[src/rtl/swallow_pkg.sv]
package swallow_pkg;

    // Prescaler modulus selection driven by the swallow counter.
    typedef enum logic {
        MOD_BASE = 1'b0,   // divide by V
        MOD_PLUS = 1'b1    // divide by V+1
    } modsel_e;

endpackage

[src/rtl/psd_prescaler.sv]
module psd_prescaler
    import swallow_pkg::*;
#(
    parameter int V = 64
) (
    input  logic    clk,
    input  logic    rst,
    input  modsel_e msel,
    output logic    tc
);

    localparam int PW = $clog2(V + 1);

    typedef struct packed {
        logic [PW-1:0] cnt;
    } pre_st_t;

    pre_st_t st_d, st_q;
    logic [PW-1:0] last_val;

    always_comb begin
        st_d     = st_q;
        last_val = (msel == MOD_PLUS) ? PW'(V) : PW'(V - 1);
        tc       = (st_q.cnt == last_val);
        if (tc) begin
            st_d.cnt = '0;
        end else begin
            st_d.cnt = st_q.cnt + 1'b1;
        end
    end

    always_ff @(posedge clk) begin
        if (rst) begin
            st_q <= '0;
        end else begin
            st_q <= st_d;
        end
    end

endmodule

[src/rtl/psd_swallow.sv]
module psd_swallow
    import swallow_pkg::*;
#(
    parameter int A_W = 8
) (
    input  logic           clk,
    input  logic           rst,
    input  logic           tick,
    input  logic           restart,
    input  logic [A_W-1:0] limit,
    output modsel_e        msel
);

    typedef struct packed {
        logic [A_W-1:0] cnt;
    } swl_st_t;

    swl_st_t st_d, st_q;

    always_comb begin
        st_d = st_q;
        msel = (st_q.cnt < limit) ? MOD_PLUS : MOD_BASE;
        if (restart) begin
            st_d.cnt = '0;
        end else if (tick && (msel == MOD_PLUS)) begin
            st_d.cnt = st_q.cnt + 1'b1;
        end
    end

    always_ff @(posedge clk) begin
        if (rst) begin
            st_q <= '0;
        end else begin
            st_q <= st_d;
        end
    end

endmodule

[src/rtl/psd_program.sv]
module psd_program #(
    parameter int V   = 64,
    parameter int N_W = 12,
    parameter int A_W = 8
) (
    input  logic           clk,
    input  logic           rst,
    input  logic           tick,
    input  logic [N_W-1:0] n_in,
    input  logic [A_W-1:0] a_in,
    output logic           wrap,
    output logic [A_W-1:0] a_cur,
    output logic           err,
    output logic           pulse
);

    localparam int CW = ((N_W > A_W) ? N_W : A_W) + 1;
    localparam logic [N_W-1:0] DEF_N = N_W'(V);

    typedef struct packed {
        logic [N_W-1:0] cnt;
        logic [N_W-1:0] n_lim;
        logic [A_W-1:0] a_lim;
        logic           err;
        logic           pulse;
    } prg_st_t;

    prg_st_t st_d, st_q;
    logic    legal;

    always_comb begin
        st_d  = st_q;
        legal = (CW'(n_in) > CW'(a_in)) && (CW'(a_in) < CW'(V));
        wrap  = tick && (st_q.cnt == (st_q.n_lim - 1'b1));

        st_d.pulse = wrap;
        if (wrap) begin
            st_d.cnt = '0;
            if (legal) begin
                st_d.n_lim = n_in;
                st_d.a_lim = a_in;
                st_d.err   = 1'b0;
            end else begin
                st_d.n_lim = DEF_N;
                st_d.a_lim = '0;
                st_d.err   = 1'b1;
            end
        end else if (tick) begin
            st_d.cnt = st_q.cnt + 1'b1;
        end
    end

    always_ff @(posedge clk) begin
        if (rst) begin
            st_q.cnt   <= '0;
            st_q.n_lim <= DEF_N;
            st_q.a_lim <= '0;
            st_q.err   <= 1'b0;
            st_q.pulse <= 1'b0;
        end else begin
            st_q <= st_d;
        end
    end

    assign a_cur = st_q.a_lim;
    assign err   = st_q.err;
    assign pulse = st_q.pulse;

endmodule

[src/rtl/swallow_divider.sv]
module swallow_divider
    import swallow_pkg::*;
#(
    parameter int V   = 64,
    parameter int N_W = 12,
    parameter int A_W = 8
) (
    input  logic           clk,
    input  logic           rst,
    input  logic [N_W-1:0] n_in,
    input  logic [A_W-1:0] a_in,
    output logic           div_out,
    output logic           mod_ctl,
    output logic           cfg_err
);

    modsel_e        msel;
    logic           pre_tc;
    logic           wrap;
    logic [A_W-1:0] a_cur;

    psd_prescaler #(.V(V)) u_pre (
        .clk  (clk),
        .rst  (rst),
        .msel (msel),
        .tc   (pre_tc)
    );

    psd_swallow #(.A_W(A_W)) u_swl (
        .clk     (clk),
        .rst     (rst),
        .tick    (pre_tc),
        .restart (wrap),
        .limit   (a_cur),
        .msel    (msel)
    );

    psd_program #(.V(V), .N_W(N_W), .A_W(A_W)) u_prg (
        .clk   (clk),
        .rst   (rst),
        .tick  (pre_tc),
        .n_in  (n_in),
        .a_in  (a_in),
        .wrap  (wrap),
        .a_cur (a_cur),
        .err   (cfg_err),
        .pulse (div_out)
    );

    assign mod_ctl = (msel == MOD_PLUS);

endmodule

[config.mk]
export PLATFORM = sky130hd
export DESIGN_NAME = swallow_divider
export DESIGN_NICKNAME = d
export VERILOG_FILES = /design/src/rtl/swallow_pkg.sv /design/src/rtl/psd_prescaler.sv /design/src/rtl/psd_swallow.sv /design/src/rtl/psd_program.sv /design/src/rtl/swallow_divider.sv
export SDC_FILE = /design/constraint.sdc
export NUM_CORES = 1
export LEC_CHECK = 0
export ABC_AREA = 1
export BUFFER_PORTS_ARGS = -buffer_cell sky130_fd_sc_hd__buf_2
export CAP_MARGIN = 20
export CELL_PAD_IN_SITES_DETAIL_PLACEMENT = 0
export CELL_PAD_IN_SITES_GLOBAL_PLACEMENT = 1
export CORE_MARGIN = 2
export CORE_UTILIZATION = 35
export CTS_CLUSTER_DIAMETER = 40
export DETAILED_ROUTE_END_ITERATION = 16
export PLACE_DENSITY_LB_ADDON = 0.1
export SLEW_MARGIN = 20
export SYNTH_ARGS = -nofsm -noshare
export SYNTH_HDL_FRONTEND = slang
export SYNTH_HIERARCHICAL = 1
export SYNTH_SLANG_ARGS = --single-unit
[constraint.sdc]
create_clock -name clk -period 3.57 [get_ports clk]
set_input_delay 0.357 -clock clk [delete_from_list [all_inputs] [get_ports clk]]
set_output_delay 0.357 -clock clk [all_outputs]
set_load 0.01 [all_outputs]
==> impl_metrics.csv <==
group,metric,value,unit
placed_design,portBuffers,24,
critical_path,reg2reg_to,"u_prg/st_q[23]$_SDFFE_PP0P_",
critical_path,worstPathRequired,3.77,ns
synth,synthesis.area,0.00334,sq mm
power,pwr_density_cell,265,mW/mm^2
drt,ant_nets,0,
die,num_rows,35,
synth,syn_nets,575,
die,chipWidth,102,um
synth,yosysTopAreaCellShare,29.4,%
critical_path,reg2reg_depth,23,
synth,avgSynthCellArea,6.25,sq um
die,io_pins,25,
global_routing,grt_most_used_layer,"met2",
timing,finalClockSkew,0.00751,ns
timing,rsz0062_at_grt,"no",
finish,area_delta_synth_final,8.54,%
timing,hold_violations,0,
cts,clock_sinks,49,
drt,wirelength,7400,um
global_routing,grt_pass1_vias,2818,
cts,cts_tree,"done",
synth,async_flop_share,0,%
drt,viasPerCell,4.35,
power,netSwitchingFraction,24.2,%
finish,fillers,1019,
die,die_h,102,um
global_routing,grt_use_met1,21.5,%
global_routing,grt_usage,15.8,%
synth,synth_seq_cells,49,
cts,root_buffer,"clkbuf_8",
critical_path,r2r-start,"u_prg/a_cur[7]$_SDFFE_PP0P_",
job,maxCapViolations,0,
timing,worst_slack,0.497,ns
cts,insertion_delay,0.30,ns
run_status,status,"finished, final reports clean",
synth,synth-edff-count,0,
synth,postSynthCellCount,534,
drt,drt_iter0_markers,105,
synth,synth_warnings,6,
timing,finalMaxSlewViolations,0,
die,core,0.00924,sq mm
placed_design,globalplace.congestion,0.850,
global_routing,grt_max_degree,22,
finish,drive_above_1_share,10.5,%
timing,period_minus_slack,3.07,ns
synth,synth_fa_ha_area_share,7.12,%
global_routing,gr-total-overflow,0,
drt,dr_total_vias,2968,
finish,insertedDiodeCount,0,
power,leakage,1.74,nW
power,irDropWorstVdd,0.117,mV
critical_path,worstSetupStartpointType,"flop",
synth,synth_simple_gate_area_share,41.9,%
drt,drc_errors,0,
synth,synth_xor_xnor_area_share,3.41,%
critical_path,reg2reg_slack,0.50,ns
synth,synth.area.top_cells,"dfxtp_1 (29%), nand2_1 (17%), inv_1 (11%), nor2_1 (8.1%), ha_1 (7.1%)",
synth,yosys.area.top_type,"dfxtp_1",
die,start_util,36.1,%
placed_design,hpwl,5860,um
timing,worstMarginPinSlew,0.717,ns
cts,htree_levels,2,
drt,wire_per_inst,10.8,um
timing,max-slew-margin-rel,52.2,%
power,p_comb_share,7.0,%
timing,tns,0,ns
synth,synth_compound_area_share,3.22,%
min_path,holdCritPathClass,"in2reg",
timing,fin_crit_sh,86.1,%
placed_design,dp_slack,0.443,ns
power,p_int,0.729,mW
critical_path,cp-end-kind,"flop",
finish,nets,594,
critical_path,crit_path_max_fanout,15,
global_routing,use_met2,25.6,%
synth,synth_cell_type_count,29,
cts,clk_path_buf_depth,2,
synth,synth_top_family_by_area,"simple AND/OR/NAND/NOR gates",
power,switchingPower,0.232,mW
cts,clk_pin_slew_worst_paths,0.09,ns
timing,clock.fmax,325,MHz
die,die_area,0.0103,sq mm
global_routing,grt_pass1_wl,13000,um
power,p_clk_share,35.7,%
critical_path,cp.arrival,3.27,ns
synth,synth_seq_area_share,29.4,%
timing,setup_viol,0,
critical_path,endpoint,"u_prg/st_q[23]$_SDFFE_PP0P_",
critical_path,crit_type,"reg2reg",
global_routing,antenna_found_initial,0,
global_routing,grtUsageMet3,2.55,%
power,pwr-share-seq,57.3,%
drt,drtPass1Iterations,4,
cts,numCtsBuffers,5,
synth,muxShareOfSynthArea,0,%
synth,synthFlopType,"dfxtp_1",
critical_path,crit_start,"u_prg/a_cur[7]$_SDFFE_PP0P_",
==> critical path, cell delays in order (launching register included) <==
cell and delay, ns:
dfxtp_1 0.34, inv_1 0.05, ha_1 0.28, nand2_1 0.07
nor2_1 0.14, nand2_2 0.19, and2_1 0.22, inv_1 0.05
nand2_1 0.04, nor2_1 0.08, nand2_1 0.11, nand2_1 0.16
nand2_1 0.11, nand2_1 0.07, inv_1 0.03, nor2_1 0.09
nand2_1 0.08, inv_1 0.06, nand2_1 0.05, nor2_1 0.14
nand3_2 0.13, nand2_1 0.18, buf_4 0.22, a21oi_1 0.06
==> metal layers <==
metal | vias up | routed length (um)
met4 | 0 | 77
li1 | 1660 | -
met1 | 1272 | 3780
met2 | 30 | 3340
met5 | - | 0
met3 | 6 | 205
==> registers in the layout, indices dropped and copies added, names as in the netlist <==
register / count
u_swl/st_q: 8
u_prg/err: 1
u_prg/pulse: 1
u_pre/st_q: 7
u_prg/st_q: 24
u_prg/a_cur: 8
==> how the worst min path moves through the flow <==
stage | cells past startpoint | slack, ns | start | end
floorplan | 2 | 0.41 | u_prg/a_cur[6]$_SDFFE_PP0P_ | u_prg/a_cur[6]$_SDFFE_PP0P_
global placement | 2 | 0.42 | u_prg/a_cur[6]$_SDFFE_PP0P_ | u_prg/a_cur[6]$_SDFFE_PP0P_
detailed placement | 2 | 0.42 | u_prg/a_cur[6]$_SDFFE_PP0P_ | u_prg/a_cur[6]$_SDFFE_PP0P_
CTS | 5 | 0.37 | n_in[4] | u_prg/st_q[14]$_SDFFE_PP0P_
global route | 2 | 0.37 | rst | u_prg/pulse$_SDFF_PP0_
finish | 2 | 0.37 | rst | u_prg/pulse$_SDFF_PP0_
==> through the flow <==
step	cells	hold WS, ns	utilization (%)	cell area, sq um	power, mW
after detailed placement	674	0.422	38.1	3520	0.633
after floorplan	534	0.409	-	3340	0.607
final	682	0.366	39.2	3620	0.962
after global placement	674	0.423	38.1	3520	0.632
after CTS	681	0.368	39.0	3600	0.979
after global routing	682	0.367	39.2	3620	1.01
==> cell usage after synthesis (all sizes together), types with 5 or more instances <==
library cell and instances:
a21oi 11, xnor2 5, nand4 14, xor2 8, nand2 159, inv 98
nor3 9, buf 16, nor2 81, ha 19, dfxtp 49, o21ai 9
nand3 48
==> power groups by stage <==
stage / Sequential, mW / Clock, mW / Combinational, mW
3_3_place_gp: 0.564 / 0 / 0.0681
4_1_cts: 0.552 / 0.359 / 0.0685
3_5_place_dp: 0.564 / 0 / 0.0681
6_report: 0.552 / 0.343 / 0.0670
2_1_floorplan: 0.564 / 0 / 0.0429
5_1_grt: 0.552 / 0.382 / 0.0783
==> final cells by class <==
| type | count | area, sq um | area share (%) |
|---|---|---|---|
| multi-input cells | 370 | 1860 | 51.3 |
| repair buffers | 29 | 170 | 4.69 |
| flip-flops and latches | 49 | 981 | 27.1 |
| inverters | 98 | 368 | 10.1 |
| well taps | 129 | 161 | 4.45 |
| clock buffers | 7 | 86.3 | 2.38 |
==> cells by family (layout without fill, tap and decap cells) <==
logic type      Yosys count  after routing
fa+ha+maj                19             19
simple gates            317            317
compound gates           21             21
flops                    49             49
xor+xnor                 13             13
buf+inv                 115            134
==> cells in the final DEF, fill, tap and decap left out, drive strengths merged <==
cell,n
nand3,48
a21oi,11
nand4,14
xnor2,5
and2,2
nand2,159
o21ai,9
nor2,81
nor3,9
inv,98
clkbuf,7
nand3b,2
o21a,1
or2,2
buf,29
ha,19
xor2,8
dfxtp,49
==> what timing repair did <==
item,in CTS,in global routing
gates resized for setup,0,0
hold buffers,0,0
setup endpoints to repair,0,3
buffers inserted,0,1
Power figures use the tool's default switching activity.
